### src/rtl/link_sync_pkg.sv
package link_sync_pkg;

    typedef enum logic [2:0] {
        SYM_NONE  = 3'd0,
        SYM_SOS   = 3'd1,
        SYM_EOS   = 3'd2,
        SYM_K285  = 3'd3,
        SYM_K281  = 3'd4,
        SYM_FRAME = 3'd5
    } lsync_sym_e;

    typedef enum logic [2:0] {
        ST_IDLE,
        ST_SOS,
        ST_K281,
        ST_EOS,
        ST_QUICK,
        ST_SYNC
    } lsync_state_e;

    typedef struct packed {
        logic mismatch;
        logic drop;
        logic lock;
    } lsync_ev_t;

    // symbol a counting phase waits for
    function automatic logic [2:0] phase_expect(lsync_state_e s);
        case (s)
            ST_SOS:            return SYM_SOS;
            ST_K281, ST_QUICK: return SYM_K281;
            ST_EOS:            return SYM_EOS;
            default:           return SYM_NONE;
        endcase
    endfunction

    // phase that follows a completed run
    function automatic lsync_state_e phase_next(lsync_state_e s);
        case (s)
            ST_SOS:           return ST_K281;
            ST_K281:          return ST_EOS;
            ST_EOS, ST_QUICK: return ST_SYNC;
            default:          return ST_IDLE;
        endcase
    endfunction

    function automatic logic sync_accepts(logic [2:0] sym);
        return (sym == SYM_K285) || (sym == SYM_FRAME) || (sym == SYM_EOS);
    endfunction

    // uplink symbol chosen from state and comma slot
    function automatic logic [2:0] tx_for(lsync_state_e s, logic comma_slot);
        case (s)
            ST_K281:          return SYM_K281;
            ST_EOS, ST_QUICK: return SYM_EOS;
            ST_SYNC:          return comma_slot ? SYM_K285 : SYM_FRAME;
            default:          return SYM_K285;
        endcase
    endfunction

endpackage

### src/rtl/link_sync_fsm.sv
module link_sync_fsm
    import link_sync_pkg::*;
#(
    parameter int CNT_W       = 4,
    parameter int DEFAULT_RUN = 4
) (
    input  logic               clk,
    input  logic               rst,
    input  logic               rx_valid,
    input  logic [2:0]         rx_sym,
    input  logic [CNT_W-1:0]   run_len,
    output lsync_state_e       state,
    output lsync_ev_t          ev
);

    localparam int NW = CNT_W + 1;

    logic [CNT_W-1:0] cnt, cnt_n;
    lsync_state_e     st_n;
    logic [NW-1:0]    need;
    logic [NW-1:0]    cnt_inc;
    logic             run_done;
    logic             one_run;

    assign need     = (run_len == '0) ? NW'(DEFAULT_RUN) : {1'b0, run_len};
    assign cnt_inc  = {1'b0, cnt} + NW'(1);
    assign run_done = (cnt_inc >= need);
    assign one_run  = (need <= NW'(1));

    always_comb begin
        st_n = state;
        cnt_n = cnt;
        ev = '0;
        if (rx_valid) begin
            if (rx_sym == SYM_SOS && state != ST_SOS) begin
                // restart regular procedure, this marker is the first of the run
                ev.drop = (state == ST_SYNC);
                if (one_run) begin
                    st_n = ST_K281;
                    cnt_n = '0;
                end else begin
                    st_n = ST_SOS;
                    cnt_n = CNT_W'(1);
                end
            end else begin
                case (state)
                    ST_IDLE: begin
                        if (rx_sym == SYM_K281) begin
                            cnt_n = '0;
                            if (run_done) begin
                                st_n = ST_SYNC;
                                ev.lock = 1'b1;
                            end else begin
                                st_n = ST_QUICK;
                                cnt_n = cnt_inc[CNT_W-1:0];
                            end
                        end
                    end
                    ST_SYNC: begin
                        if (!sync_accepts(rx_sym)) begin
                            st_n = ST_IDLE;
                            cnt_n = '0;
                            ev.mismatch = 1'b1;
                        end
                    end
                    default: begin
                        if (rx_sym == phase_expect(state)) begin
                            if (run_done) begin
                                st_n = phase_next(state);
                                cnt_n = '0;
                                ev.lock = (phase_next(state) == ST_SYNC);
                            end else begin
                                cnt_n = cnt_inc[CNT_W-1:0];
                            end
                        end else begin
                            st_n = ST_IDLE;
                            cnt_n = '0;
                            ev.mismatch = 1'b1;
                        end
                    end
                endcase
            end
        end
    end

    always_ff @(posedge clk) begin
        if (rst) begin
            state <= ST_IDLE;
            cnt   <= '0;
        end else begin
            state <= st_n;
            cnt   <= cnt_n;
        end
    end

endmodule

### src/rtl/link_sync_comma.sv
module link_sync_comma
    import link_sync_pkg::*;
#(
    parameter int COMMA_PERIOD = 16
) (
    input  logic         clk,
    input  logic         rst,
    input  lsync_state_e state,
    output logic [2:0]   tx_sym,
    output logic         tx_frame_en
);

    localparam int PW = (COMMA_PERIOD > 2) ? $clog2(COMMA_PERIOD) : 1;
    localparam logic [PW-1:0] LAST = PW'(COMMA_PERIOD - 1);

    logic [PW-1:0] slot;
    logic          in_sync;
    logic          comma_slot;

    assign in_sync    = (state == ST_SYNC);
    assign comma_slot = in_sync && (slot == LAST);

    always_ff @(posedge clk) begin
        if (rst || !in_sync) begin
            slot <= '0;
        end else if (slot == LAST) begin
            slot <= '0;
        end else begin
            slot <= slot + PW'(1);
        end
    end

    assign tx_sym      = tx_for(state, comma_slot);
    assign tx_frame_en = in_sync && !comma_slot;

endmodule

### src/rtl/link_sync_status.sv
module link_sync_status
    import link_sync_pkg::*;
(
    input  logic      clk,
    input  logic      rst,
    input  lsync_ev_t ev,
    output logic      alert,
    output logic      bad_sync
);

    always_ff @(posedge clk) begin
        if (rst) begin
            alert    <= 1'b0;
            bad_sync <= 1'b0;
        end else begin
            alert <= ev.mismatch;
            if (ev.mismatch || ev.drop) begin
                bad_sync <= 1'b1;
            end else if (ev.lock) begin
                bad_sync <= 1'b0;
            end
        end
    end

endmodule

### src/rtl/link_sync_seq.sv
module link_sync_seq
    import link_sync_pkg::*;
#(
    parameter int CNT_W        = 4,
    parameter int DEFAULT_RUN  = 4,
    parameter int COMMA_PERIOD = 16
) (
    input  logic             clk,
    input  logic             rst,
    input  logic             rx_valid,
    input  logic [2:0]       rx_sym,
    input  logic [CNT_W-1:0] run_len,
    output logic [2:0]       tx_sym,
    output logic             tx_frame_en,
    output logic             synced,
    output logic             alert,
    output logic             bad_sync
);

    lsync_state_e state;
    lsync_ev_t    ev;

    link_sync_fsm #(
        .CNT_W       (CNT_W),
        .DEFAULT_RUN (DEFAULT_RUN)
    ) u_fsm (
        .clk      (clk),
        .rst      (rst),
        .rx_valid (rx_valid),
        .rx_sym   (rx_sym),
        .run_len  (run_len),
        .state    (state),
        .ev       (ev)
    );

    link_sync_comma #(
        .COMMA_PERIOD (COMMA_PERIOD)
    ) u_comma (
        .clk         (clk),
        .rst         (rst),
        .state       (state),
        .tx_sym      (tx_sym),
        .tx_frame_en (tx_frame_en)
    );

    link_sync_status u_status (
        .clk      (clk),
        .rst      (rst),
        .ev       (ev),
        .alert    (alert),
        .bad_sync (bad_sync)
    );

    assign synced = (state == ST_SYNC);

endmodule

### config.mk
export PLATFORM = sky130hd
export DESIGN_NAME = link_sync_seq
export DESIGN_NICKNAME = d
export VERILOG_FILES = /design/src/rtl/link_sync_pkg.sv /design/src/rtl/link_sync_fsm.sv /design/src/rtl/link_sync_comma.sv /design/src/rtl/link_sync_status.sv /design/src/rtl/link_sync_seq.sv
export SDC_FILE = /design/constraint.sdc
export NUM_CORES = 1
export LEC_CHECK = 0
export ABC_AREA = 1
export BUFFER_PORTS_ARGS = -buffer_cell sky130_fd_sc_hd__buf_4
export CAP_MARGIN = 0
export CORE_MARGIN = 2
export CORE_UTILIZATION = 50
export DETAILED_ROUTE_END_ITERATION = 16
export GPL_ROUTABILITY_DRIVEN = 0
export PLACE_DENSITY = 0.7
export SETUP_SLACK_MARGIN = 0.4
export SYNTH_ARGS = -nofsm -noshare
export SYNTH_HDL_FRONTEND = slang
export SYNTH_SLANG_ARGS = --single-unit
### constraint.sdc
create_clock -name clk -period 3.2 [get_ports clk]
set_clock_uncertainty 0.1 [all_clocks]
set_input_delay 0.16 -clock clk [delete_from_list [all_inputs] [get_ports clk]]
set_output_delay 0.16 -clock clk [all_outputs]
set_load 0.02 [all_outputs]
After elaboration in Yosys (flattened, before gate mapping)
Index checks and enable logic that the tools add are counted.
W data, S select, Z words.
- add/subtract/negate cells: 2
- magnitude comparators: 2
- equality and inequality tests: 17
- multiplexer cells: 41
- reduce and logical (&&, ||, !) cells: 18
- operator list (kind ; number):
    $mux W3 ; 14
    $pmux W3 S3 ; 3
    $mux W4 ; 6
    $eq A3 B3 Y1 const B ; 5
    $mux W1 ; 13
    $eq A3 B2 Y1 const B ; 4
    $pmux W4 S2 ; 1
    $reduce_or A2 Y1 ; 4
    $eq A3 B1 Y1 const B ; 2
    $ne A3 B1 Y1 const B ; 2
    $pmux W3 S2 ; 1
    $add A4 B1 Y5 const B ; 1
    $ge A5 B5 Y1 ; 1
    $le A5 B1 Y1 const B ; 1
    $ne A5 B2 Y1 const B ; 1
    $add A4 B1 Y4 const B ; 1
    $eq A4 B4 Y1 const B ; 1
    $logic_not A4 Y1 ; 1
    $logic_or A1 B1 Y1 ; 4
    $pmux W1 S2 ; 2
    $reduce_and A4 Y1 ; 1
    $eq A3 B3 Y1 ; 1
    $logic_and A1 B1 Y1 ; 3
    $logic_not A3 Y1 ; 1
    other kinds (5) ; 6
- flip-flop bits (word level): 13
- input bits: 10
- output and inout port bits: 7
- logic and storage cells: 85

Logic depth before layout (Yosys ltp)
- word-level depth: 19
- depth in mapped cells: 13
- mapped depth without buffers: 13

Cells and area by module
A second synthesis with hierarchy kept.
- cells, all modules: 178
- area, all modules: 1109.8 sq um
- modules (own cells, without submodules) (module ; instances ; cells each ; area each (sq um) ; seq. area each (sq um)):
    link_sync_fsm ; 1 ; 139 ; 828.3 ; 140.1
    link_sync_comma ; 1 ; 29 ; 207.7 ; 80.1
    link_sync_status ; 1 ; 8 ; 63.8 ; 40.0
    link_sync_seq ; 1 ; 2 ; 10.0 ; 0.0

Worst setup path before layout
OpenSTA, ideal clock, no wires.
- kind: register to register
- start point: register u_fsm.cnt[0]
- end point: register u_fsm.state[0]
- setup time: 64 ps
- data arrival time: 1648 ps
- path slack: 1388 ps
- stages on the path, launching flop included: 12
- clock period less this slack: 1812 ps
- path through: dfxtp_1 -> ha_1 -> ha_1 -> a21oi_1 -> nand2_1 -> nand2_1 -> nand3_1 -> inv_1 -> nand2_1 -> nand2_1 -> nor2_1 -> nor2_1
- cells in the longest elaborated chain, start to end: 6
- ends and longest elaborated chain (item ; RTL line ; text):
    start, declared ; link_sync_fsm.sv:18 ; logic [CNT_W-1:0] cnt, cnt_n;
    start signal, assigned ; link_sync_fsm.sv:92 ; cnt <= cnt_n;
    $add A4 B1 Y5 (*) ; link_sync_fsm.sv:26 ; assign cnt_inc = {1'b0, cnt} + NW'(1);
    $ge A5 B5 Y1 (*) ; link_sync_fsm.sv:27 ; assign run_done = (cnt_inc >= need);
    $mux W1 ; link_sync_fsm.sv:50 ; if (run_done) begin
    $mux W3 ; link_sync_fsm.sv:48 ; if (rx_sym == SYM_K281) begin
    $pmux W3 S2 ; link_sync_fsm.sv:46 ; case (state)
    $mux W3 ; link_sync_fsm.sv:35 ; if (rx_sym == SYM_SOS && state != ST_SOS) begin
    end signal, assigned ; link_sync_fsm.sv:91 ; state <= st_n;
    end, declared ; link_sync_fsm.sv:12 ; output lsync_state_e state,
Every way passes the cells marked *; elsewhere a longest branch is shown, timed or not. The select of a mux whose other input is x is not followed.
A chain may end at the register's enable or synchronous reset.

Worst setup path after layout
Ends and elaborated chain as after synthesis.

==> run summary <==
DRT iter0 DRCs -> 27
sw frac -> 38.5%
final setup vio count -> 0
antenna cells -> 0
Reg power frac -> 38.1%
DRC -> 0
combinational share of power -> 41.5%
flops & latches, synth -> 13
Final Critical Period -> 1.96 ns
CTS Buffer Depth -> 2
Area Growth Syn to Fin -> 18.9%
Port Buffer Count -> 16
Clock transition at path regs -> 0.07 ns
Final Cell Area -> 0.00117 mm^2
global-route wire length before repair -> 3.78 mm
hold_buf cts -> 1
Setup crit end kind -> flop
Reg2Reg Setup Slack -> 1.24 ns
Syn Area/Cell -> 6.12 um^2
CP required -> 3.32 ns
Slowest-stage cell, CP -> dfxtp_1
layout cells sized above 1 -> 17.1%
Post-Syn Instances -> 161
Synth cell types -> 23
Resize count post-CTS -> 0
Max Cap Viol -> 0
routed len/inst -> 9.86 um
initial antenna violation count -> 0
TritonCTS Buffers -> 3
worst slew pin tran -> 0.284 ns
router iterations before antenna repair -> 5
largest cells by area after synthesis -> dfxtp_1 26%, nand2_1 18%, inv_1 9.5%, nor2_1 7.6%, ha_1 6.3%
Pint -> 0.295 mW
max_slew headroom -> 80.8%
Syn. warnings -> 0
CP Cell Sequence -> ha_1 > ha_1 > a21oi_1 > nand2_1 > nand2_1 > nand3_1 > inv_1 > nand2_1 > nand2_1 > nor2_1 > nor2_1
Post-Syn Nets -> 176
Clk Latency, worst-skew pair -> 0.27 ns
drt total wl -> 2.05 mm
grt total ovfl -> 0
Synth top area share -> 26.4%
setup_tns -> 0 ns
Filler cells -> 195
WP buf/inv -> 1
drt via density -> 4.82
Worst R2R End -> u_fsm.state[0]
Synth area leader -> dfxtp_1
H-tree depth -> 1
Initial Utilization -> 51.8%
CTS sink cnt -> 13
routed vias -> 1002
Hold Path End -> u_status.bad_sync
Die ar. -> 0.00234 mm^2
utilization after layout -> 61.6%
post-synthesis cell area -> 986 um^2
Final Hold Fails -> 0
Final HPWL DP -> 1.75 mm
Seq/Total Area, Yosys -> 26.4%
fin. max-slew vios -> 0
pwr dens -> 409 mW/mm^2
Slowest Stage Delay on Critical Path -> 0.35 ns
CP Max Fanout -> 5
crit share post-route -> 61.3%
FMAX -> 510 MHz
leak pwr -> 0.649 nW
WS Path Type -> reg -> reg
status -> finished, final reports clean
Die Y -> 48.4 um
Final Net Count -> 197
Peak VDD IR -> 0.000296 V
largest net degree at the start of global routing -> 9
Startpoint Class -> flop
Post-CTS Repair Setup Buffers -> 0
Placeable Area -> 0.00190 mm^2
commonest non-fill, non-tap cells in the layout -> 47 x nand2_1, 25 x inv_1, 20 x nor2_1
WHS Path Cells -> 5
P_sw -> 0.185 mW
FP Rows -> 16
total track usage -> 20.2%
vias in the first global route -> 956
RSZ-0062 raised after global routing -> false
most common cell after layout, fill and taps aside -> nand2_1
Worst Hold Class -> in -> reg
worst path arrival time -> 2.08 ns
Die Width -> 48.4 um
worst r2r path cells -> 11
CTS root buf -> clkbuf_4
Hold WS -> 0.174 ns
I/O Pins -> 17
Top cell by count, worst path -> nand2_1
Register Area -> 260 um^2
area occupied by multi-input gates -> 617 um^2
placed inst area -> 0.00114 mm^2
clock group share of total power -> 20.3%
CTS tree -> yes
Post-DRT Antenna Nets -> 0
HP Start -> rx_valid
worst reg2reg startpoint -> u_fsm.cnt[0]
CP delay by family, top -> adder cells
cell usage after synthesis:
| library cell | n |
|---|---|
| nand3_2 | 1 |
| o21bai_4 | 1 |
| a21boi_2 | 1 |
| nand3_1 | 11 |
| a21oi_1 | 11 |
| nor2_4 | 2 |
| nand2_2 | 3 |
| xor2_1 | 1 |
| nand3b_1 | 1 |
| a21o_1 | 1 |
| xnor2_1 | 1 |
| nand2_1 | 47 |
| o21ai_0 | 3 |
| nand4_1 | 5 |
| a31oi_1 | 1 |
| clkbuf_1 | 1 |
| nor2_1 | 20 |
| ha_1 | 5 |
| nor3_1 | 3 |
| inv_2 | 3 |
| dfxtp_1 | 13 |
| inv_1 | 25 |
| nand2_4 | 1 |
power groups by stage:
stage	clock [mW]	combinational, mW	sequential (mW)
5_1_grt	0.111	0.229	0.184
4_1_cts	0.102	0.200	0.183
3_3_place_gp	0	0.193	0.186
2_1_floorplan	0	0.145	0.189
3_5_place_dp	0	0.198	0.187
6_report	0.0975	0.199	0.183
worst reg2reg max path: stages, from the launching register on:
cell and delay [ns]:
dfxtp_1 0.35, ha_1 0.32, ha_1 0.29, a21oi_1 0.15, nand2_1 0.06, nand2_1 0.08
nand3_1 0.13, inv_1 0.16, nand2_1 0.08, nand2_1 0.06, nor2_1 0.04, nor2_1 0.09
flip-flops by register name, indices dropped and copies added (netlist names):
| name | cells |
|---|---|
| u_comma.slot | 4 |
| u_fsm.cnt | 4 |
| u_fsm.state | 3 |
| u_status.alert | 1 |
| u_status.bad_sync | 1 |
stage by stage:
stage          instances  setup slack [ns]  total power, mW
2_1_floorplan        161              1.39            0.334
3_3_place_gp         203              1.30            0.380
3_5_place_dp         203              1.24            0.385
4_1_cts              208              1.23            0.484
5_1_grt              208              1.00            0.524
6_report             208              1.24            0.479
final cells by class:
cell class                 count  share of cell area [%]
clock buffer                   4                    2.24
inverter                      28                    8.96
multi-input combinational    119                    52.6
sequential                    13                    22.2
tap                           27                    2.88
timing repair buffer          17                    11.1
per-layer routing:
layer	share of wire (%)	global-route usage (%)	vias up	wire length, um
met5	0	0	-	0
met4	1.4	7.14	0	29
met3	2.4	4.01	4	50
met2	52	38.2	15	1070
met1	44	22.4	429	898
li1	-	-	554	-
logic make-up (layout without fill, tap and decap cells):
logic type	after synthesis	after routing	synth area share (%)
XOR/XNOR	2	2	1.78
buffers and inverters	29	49	11.0
AND/OR/NAND/NOR	94	94	42.9
flip-flops	13	13	26.4
adder cells (fa/ha/maj)	5	5	6.35
AO/OA/AOI/OAI	18	18	11.5
worst max path at each step:
stage / cells after the start / startpoint / slack, ns / endpoint
finish: 11 / u_fsm.cnt[0] / 1.24 / u_fsm.state[0]
global route: 11 / u_fsm.cnt[0] / 1.00 / u_fsm.state[0]
CTS: 11 / u_fsm.cnt[0] / 1.23 / u_fsm.state[0]
detailed placement: 11 / u_fsm.cnt[0] / 1.24 / u_fsm.state[0]
global placement: 11 / u_fsm.cnt[0] / 1.30 / u_fsm.state[0]
floorplan: 11 / u_fsm.cnt[0] / 1.39 / u_fsm.state[0]
Note: power is estimated with default switching activity, not from simulation.
